## src/rtl/phy_irq_pkg.sv

```systemverilog
package phy_irq_pkg;

    localparam int REG_W      = 8;
    localparam int SRC_LO     = 1;
    localparam int SRC_HI     = 7;
    localparam int LINK_BIT   = 4;
    localparam int ENERGY_BIT = 7;

    typedef logic [REG_W-1:0] reg_t;

    typedef enum logic {
        SEL_ENABLE = 1'b0,
        SEL_FLAG   = 1'b1
    } reg_sel_e;

    typedef struct packed {
        reg_t set;   // qualifying edge seen this cycle
        reg_t idle;  // registered level is at its idle value
    } evt_t;

    function automatic reg_t valid_bits();
        reg_t v;
        for (int i = 0; i < REG_W; i++) v[i] = (i >= SRC_LO) && (i <= SRC_HI);
        return v;
    endfunction

    function automatic reg_t onehot(input int idx);
        reg_t v;
        v = '0;
        v[idx] = 1'b1;
        return v;
    endfunction

endpackage

```

## src/rtl/irq_edge_det.sv

```systemverilog
module irq_edge_det
    import phy_irq_pkg::*;
(
    input  logic clk,
    input  logic rst,
    input  reg_t stat,
    output evt_t evt
);
    localparam reg_t VALID    = valid_bits();
    localparam reg_t FALL_SEL = onehot(LINK_BIT);
    localparam reg_t SHAD_RST = onehot(ENERGY_BIT);

    reg_t shad;

    always_ff @(posedge clk) begin
        if (rst) shad <= SHAD_RST;
        else     shad <= stat & VALID;
    end

    reg_t rise, fall;
    always_comb begin
        rise     = stat & ~shad;
        fall     = ~stat & shad;
        evt.set  = ((rise & ~FALL_SEL) | (fall & FALL_SEL)) & VALID;
        evt.idle = ((~shad & ~FALL_SEL) | (shad & FALL_SEL)) & VALID;
    end

    AST_SHADOW_FOLLOWS: assert property (@(posedge clk) disable iff (rst)
        1'b1 |=> (shad == ($past(stat) & VALID)))
        else $error("level register lost input");
endmodule

```

## src/rtl/irq_flag_bank.sv

```systemverilog
module irq_flag_bank
    import phy_irq_pkg::*;
(
    input  logic clk,
    input  logic rst,
    input  evt_t evt,
    input  reg_t w1,
    output reg_t flag
);
    localparam reg_t RST_VAL = onehot(ENERGY_BIT);

    generate
        for (genvar i = 0; i < REG_W; i++) begin : g_bit
            if ((i >= SRC_LO) && (i <= SRC_HI)) begin : g_src
                always_ff @(posedge clk) begin
                    if (rst)             flag[i] <= RST_VAL[i];
                    else if (evt.set[i]) flag[i] <= 1'b1;
                    else if (w1[i] && evt.idle[i]) flag[i] <= 1'b0;
                end
            end else begin : g_none
                assign flag[i] = 1'b0;
            end
        end
    endgenerate

    AST_EDGE_LATCHES: assert property (@(posedge clk) disable iff (rst)
        !$past(rst) |-> ((flag & $past(evt.set)) == $past(evt.set)))
        else $error("edge not latched");
    AST_NO_SPURIOUS_SET: assert property (@(posedge clk) disable iff (rst)
        !$past(rst) |-> ((flag & ~$past(flag) & ~$past(evt.set)) == '0))
        else $error("flag set without edge");
    AST_CLEAR_NEEDS_IDLE: assert property (@(posedge clk) disable iff (rst)
        !$past(rst) |-> ((~flag & $past(flag) & ~($past(w1) & $past(evt.idle))) == '0))
        else $error("flag cleared illegally");
    AST_BUSY_HOLDS: assert property (@(posedge clk) disable iff (rst)
        !$past(rst) |-> ((flag & $past(w1 & ~evt.idle & flag)) == $past(w1 & ~evt.idle & flag)))
        else $error("non-idle flag cleared");
endmodule

```

## src/rtl/irq_mask_reg.sv

```systemverilog
module irq_mask_reg
    import phy_irq_pkg::*;
(
    input  logic clk,
    input  logic rst,
    input  logic wr,
    input  reg_t wdata,
    output reg_t mask
);
    localparam reg_t VALID = valid_bits();

    always_ff @(posedge clk) begin
        if (rst)     mask <= '0;
        else if (wr) mask <= wdata & VALID;
    end

    AST_MASK_HOLD: assert property (@(posedge clk) disable iff (rst)
        !wr |=> $stable(mask))
        else $error("enable register drifted");
endmodule

```

## src/rtl/phy_irq_ctrl.sv

```systemverilog
module phy_irq_ctrl
    import phy_irq_pkg::*;
(
    input  logic                   clk,
    input  logic                   rst,
    input  logic                   mode_en,
    input  logic [SRC_HI:SRC_LO]   stat_i,
    input  logic                   reg_wr,
    input  logic                   reg_sel,
    input  logic [REG_W-1:0]       reg_wdata,
    output logic [REG_W-1:0]       reg_rdata,
    output logic                   irq_n
);
    localparam reg_t VALID = valid_bits();

    reg_sel_e sel;
    reg_t     stat_v, w1_vec, flag, mask;
    evt_t     evt;
    logic     mask_wr;

    always_comb begin
        sel     = reg_sel_e'(reg_sel);
        stat_v  = '0;
        stat_v[SRC_HI:SRC_LO] = stat_i;
        mask_wr = reg_wr && (sel == SEL_ENABLE);
        w1_vec  = (reg_wr && (sel == SEL_FLAG)) ? (reg_wdata & VALID) : '0;
    end

    irq_edge_det u_edge (
        .clk  (clk),
        .rst  (rst),
        .stat (stat_v),
        .evt  (evt)
    );

    irq_flag_bank u_flags (
        .clk  (clk),
        .rst  (rst),
        .evt  (evt),
        .w1   (w1_vec),
        .flag (flag)
    );

    irq_mask_reg u_mask (
        .clk   (clk),
        .rst   (rst),
        .wr    (mask_wr),
        .wdata (reg_wdata),
        .mask  (mask)
    );

    always_comb begin
        reg_rdata = (sel == SEL_FLAG) ? flag : mask;
        irq_n     = ~(mode_en && |(flag & mask & VALID));
    end

    AST_BIT0_READS_ZERO: assert property (@(posedge clk) disable iff (rst)
        reg_rdata[0] == 1'b0)
        else $error("bit 0 nonzero");
    AST_MODE_OFF_QUIET: assert property (@(posedge clk) disable iff (rst)
        !mode_en |-> irq_n)
        else $error("irq while mode off");
    AST_RESET_STATE: assert property (@(posedge clk)
        $past(rst) && rst |-> (flag == onehot(ENERGY_BIT)) && (mask == '0))
        else $error("reset state wrong");
endmodule

```

## config.mk

```make
export PLATFORM = sky130hd
export DESIGN_NAME = phy_irq_ctrl
export DESIGN_NICKNAME = d
export VERILOG_FILES = /design/src/rtl/phy_irq_pkg.sv /design/src/rtl/irq_edge_det.sv /design/src/rtl/irq_flag_bank.sv /design/src/rtl/irq_mask_reg.sv /design/src/rtl/phy_irq_ctrl.sv
export SDC_FILE = /design/constraint.sdc
export NUM_CORES = 1
export LEC_CHECK = 0
export BUFFER_PORTS_ARGS = -buffer_cell sky130_fd_sc_hd__buf_2
export CAP_MARGIN = 20
export CORE_MARGIN = 2
export CORE_UTILIZATION = 51
export DETAILED_ROUTE_END_ITERATION = 16
export PLACE_DENSITY = 0.92
export RECOVER_POWER = 100
export SYNTH_ARGS = -nofsm -noshare
export SYNTH_HDL_FRONTEND = slang
export SYNTH_SLANG_ARGS = --single-unit
```

## constraint.sdc

```tcl
create_clock -name clk -period 1.8 [get_ports clk]
set_input_delay 0.09 -clock clk [delete_from_list [all_inputs] [get_ports clk]]
set_output_delay 0.09 -clock clk [all_outputs]
set_load 0.03 [all_outputs]
```

# ---- Word level (Yosys, flattened, before mapping)
# Index checks and enable logic that the tools add are counted.
dict set report word_totals {
  regBits 22
  wordCells 51
}
dict set report classes {
  mux 14
  bitwise_logic 9
  reduce_logical 18
}
# op count
set ops {}
lappend ops {{AND 8 bit} 2}
lappend ops {{two-way mux 8 bit} 2}
lappend ops {{OR 8 x 5 -> 8 bit} 2}
lappend ops {{two-way mux 1 bit} 12}
lappend ops {{nonzero test 2 bit} 6}
lappend ops {{logical AND 1 bit} 10}
lappend ops {{NOT 8 bit} 1}
lappend ops {{OR reduction 7 bit} 1}
lappend ops {{AND 5 bit} 1}
lappend ops {{NOT 5 bit} 1}
lappend ops {{NOT 1 bit} 2}
lappend ops {{OR reduction 2 bit} 1}

# ---- Logic depth before layout (Yosys ltp)
dict set report depth {
  word_depth 5
  mapped_depth 5
  ltp_nobuf 3
}

# ---- By module
# From an unflattened synthesis, not the netlist that was laid out.
dict set report hier_totals {
  cells_unflattened 108
  hier_area_um2 1008.5
}
# mod instances cells_each area_each_um2 seq_area_each_um2
set modules_own_cells {}
lappend modules_own_cells {irq_edge_det 1 31 276.5 140.1}
lappend modules_own_cells {irq_flag_bank 1 29 261.5 140.1}
lappend modules_own_cells {irq_mask_reg 1 24 259.0 140.1}
lappend modules_own_cells {phy_irq_ctrl 1 24 211.5 0.0}

# ---- Worst setup path before layout
# Ideal clock, no wire load.
dict set report synth_path {
  path_kind {reg-to-output}
  start {reg u_flags.flag[4]}
  end {out irq_n}
  arrival_time_ns 0.931
  t_required_ns 1.710
  path_slack_ns 0.779
  stages_incl_launch_ff 4
  n_path_buf 0
  path_cell_list {dfxtp_1 -> a222oi_1 -> nand3_1 -> nand2_1}
}
dict set report synth_between {
  elab_chain_cells 4
}
# element line_no
set synth_rtl {}
lappend synth_rtl {{start, declared} irq_flag_bank.sv:8} ;# output reg_t flag
lappend synth_rtl {{start signal, assigned by index} irq_flag_bank.sv:16} ;# if (rst) flag[i] <= RST_VAL[i];
lappend synth_rtl {{AND 8 bit} phy_irq_ctrl.sv:54} ;# irq_n = ~(mode_en && |(flag & mask & VALID));
lappend synth_rtl {{OR reduction 7 bit} phy_irq_ctrl.sv:54}
lappend synth_rtl {{logical AND 1 bit} phy_irq_ctrl.sv:54}
lappend synth_rtl {{NOT 1 bit} phy_irq_ctrl.sv:54}
lappend synth_rtl {{end, declared} phy_irq_ctrl.sv:12} ;# output logic irq_n
# No other way between the ends.

# ---- Final worst setup path
# Same ends and word-level chain as after synthesis.

==> results by group <==
Worst setup path
  – Critical-path cell list: a222oi_1 -> nand3_1 -> nand2_1 -> buf_2
  – Critical Path Slowest Stage Cell: a222oi_1
  – CP max stage delay: 340 ps
  – Crit path arrival time: 1400 ps
  – CP endpoint kind: primary output
  – Reg2reg path depth: 3
  – Max Fanout on Critical Path: 3
  – Crit Path Category: flop to primary output
  – Worst EP required: 1710 ps
  – Startpoint Class: flop

STA
  – Final min period: 1490 ps
  – Setup TNS: 0 ps
  – Rel. slew slack: 42.1%
  – Max Slew Vio Count: 0
  – Peak Freq: between 600 and 700 MHz
  – Final hold violation count: 0
  – Tcrit/Tclk final: 82.9%
  – Final hold slack: 14.8 ps
  – Clk_skew: about 0.30 ps
  – Unrepaired setup endpoints after global routing: false
  – Final worst slack: 309 ps
  – Final setup fails: 0
  – Worst Tran Pin Value: between 800 and 900 ps

Floorplanning
  – Chip height: roughly 46 um
  – Core area: between 0.0015 and 0.002 sq mm
  – Initial Utilization: 53.0%
  – I/O pin count: 29
  – Rows: 15
  – Die W: 45.7 um
  – Die ar.: 0.00209 sq mm

Placed design
  – DP Cell Count: 127
  – HPWL after DPL: between 1 and 1.5 mm
  – RePlAce Congestion: between 0.6 and 0.7
  – Placed Area: around 1000 sq um
  – Port Buffers: 26
  – Dpl ws: 639 ps

Finish
  – Fin nets: 136
  – Final std cells w/o fill: 132
  – Layout cells sized above 1: 23.5%
  – Final Instance Area: approximately 0.001 sq mm
  – P&R area growth vs syn: 14.5%
  – ANT cells: 0
  – Finished Core Util: 60.7%

Yosys
  – Cell area after synthesis: 886 sq um
  – Cells after Synth: 89
  – Synth Register Bits: 21
  – Post-synthesis sequential area ratio: 47.5%
  – Syn Nets: between 100 and 150
  – Yosys top cell by area: dfxtp_1
  – Yosys top cell area share: 47.5%
  – Netlist cell types: 22
  – Mean area per synthesized cell: approximately 10 sq um
  – Synth warn: 0
  – Ranking of synthesized cells by area: dfxtp_1 (47%), mux2_2 (8.9%), mux2i_1 (7.9%)

Drt
  – Via density: 5.25
  – DR iter-0 viols: 17
  – DRT Pass-1 Iters: 4
  – Drt drc: 0
  – Vias: 693
  – Final ANT Viol Nets: 0
  – Wire per inst: roughly 12 um
  – Routed WL: 1.58 mm

Clock tree
  – CTS tree: built
  – Max Root-Sink Buffers: 2
  – Post-CTS Setup Bufs: 0
  – Clock sink count: 21
  – Worst skew pair latency: 290 ps
  – Clk root buf: clkbuf_4
  – Worst-path clk slew: 110 ps
  – Number of CTS-inserted buffers: 3
  – Number of H-tree levels: 1

GRT
  – Vias in the first global route: 636
  – Tot GR Track Use: between 10% and 20%
  – Maximum number of pins on one net before global-route repair: 22
  – Grt ovf: 0
  – Initial antenna violation count: 0
  – First-pass GRT wire length: 2.68 mm

Hold path
  – WHS Path Cells: 2
  – Hold crit path type: primary input to flop

Power
  – P per Cell Area: 850 mW/mm^2
  – Total power draw: 0.863 mW
  – LEAKAGE: 0.425 nW
  – VDD IR max: ~0.50 mV

Job
  – Number of max-cap violations: 0

Run status
  – Status: complete, no violations
## power by group
group          total (mW)  leakage [nW]  switching [mW]  internal (mW)
clock network       0.217        0.0150           0.131         0.0861
registers           0.506         0.174          0.0152          0.491
logic               0.140         0.237          0.0805         0.0594
total               0.863         0.425           0.226          0.637
## per-layer routing
layer  wire, um  track usage [%]  vias up
met3         82             2.78        2
met5          0                0        -
met2        736             27.9       21
li1           -                -      355
met1        738             24.0      315
met4         23             10.0        0
## placed cells by master (no fill, tap or decap), drive strengths merged
| cell type | instances |
|---|---|
| dfxtp | 21 |
| buf | 16 |
| clkbuf | 14 |
| nand2b | 11 |
| mux2 | 7 |
| nor2b | 7 |
| mux2i | 7 |
| nor2 | 7 |
| o21ai | 6 |
| a21oi | 6 |
| nand2 | 3 |
| a22oi | 2 |
| a222oi | 1 |
| nand3 | 1 |
| inv | 1 |
| nand4 | 1 |
| a221o | 1 |
| or2 | 1 |
| conb | 1 |
| dlygate4sd3 | 1 |
## worst paths after layout
kind	start	endpoint	slack [ps]
worst max-delay path	u_flags.flag[4]	irq_n	310
worst min-delay path	stat_i[4]	u_edge.shad[4]	10
worst max register to register	u_edge.shad[7]	u_flags.flag[7]	920
worst min register to register	u_edge.shad[4]	u_flags.flag[4]	490
## Yosys cell counts
master and n:
or2_2 1, a22oi_1 2, buf_2 1, mux2_2 7, dfxtp_1 21, nand3_1 1
nand2_1 3, conb_1 1, nor2b_4 1, inv_1 1, nor2b_1 6, nand4_1 1
nor2_1 7, clkbuf_1 1, nand2b_1 11, buf_6 2, buf_4 1, a222oi_1 1
mux2i_1 7, a221o_1 1, o21ai_0 6, a21oi_1 6
## sequential cells by signal (all words and copies together) (netlist names)
| register | cells |
|---|---|
| u_edge.shad | 7 |
| u_flags.flag | 7 |
| u_mask.mask | 7 |
## layout make-up
type,instances,area [sq um]
tap,17,21.3
inverter,1,3.75
multi-input combinational,62,415
sequential,21,420
clock buffer,4,26.3
fill,151,656
timing repair buffer,27,128
## worst max-delay path: cells and delay by family, from the launching register on
kind / cells / cell delay [ps]
simple gates: 2 / 240
flops: 1 / 330
buf+inv: 1 / 190
compound gates: 1 / 340
## cells by family (layout without fill, tap and decap cells)
| kind of cell | after synthesis | after routing | share of synthesized area [%] |
|---|---|---|---|
| and+or+nand+nor | 31 | 31 | 19.8 |
| DFF | 21 | 21 | 47.5 |
| AOI/OAI and AO/OA | 16 | 16 | 10.7 |
| muxes | 14 | 14 | 16.8 |
| buffers and inverters | 6 | 32 | 4.80 |
| other | 1 | 1 | 0.423 |
## what timing repair did
action,in CTS,in global routing
hold endpoints to repair,1,0
gates resized for setup,0,0
hold buffers,1,0
Note: power is estimated with default switching activity, not from simulation.
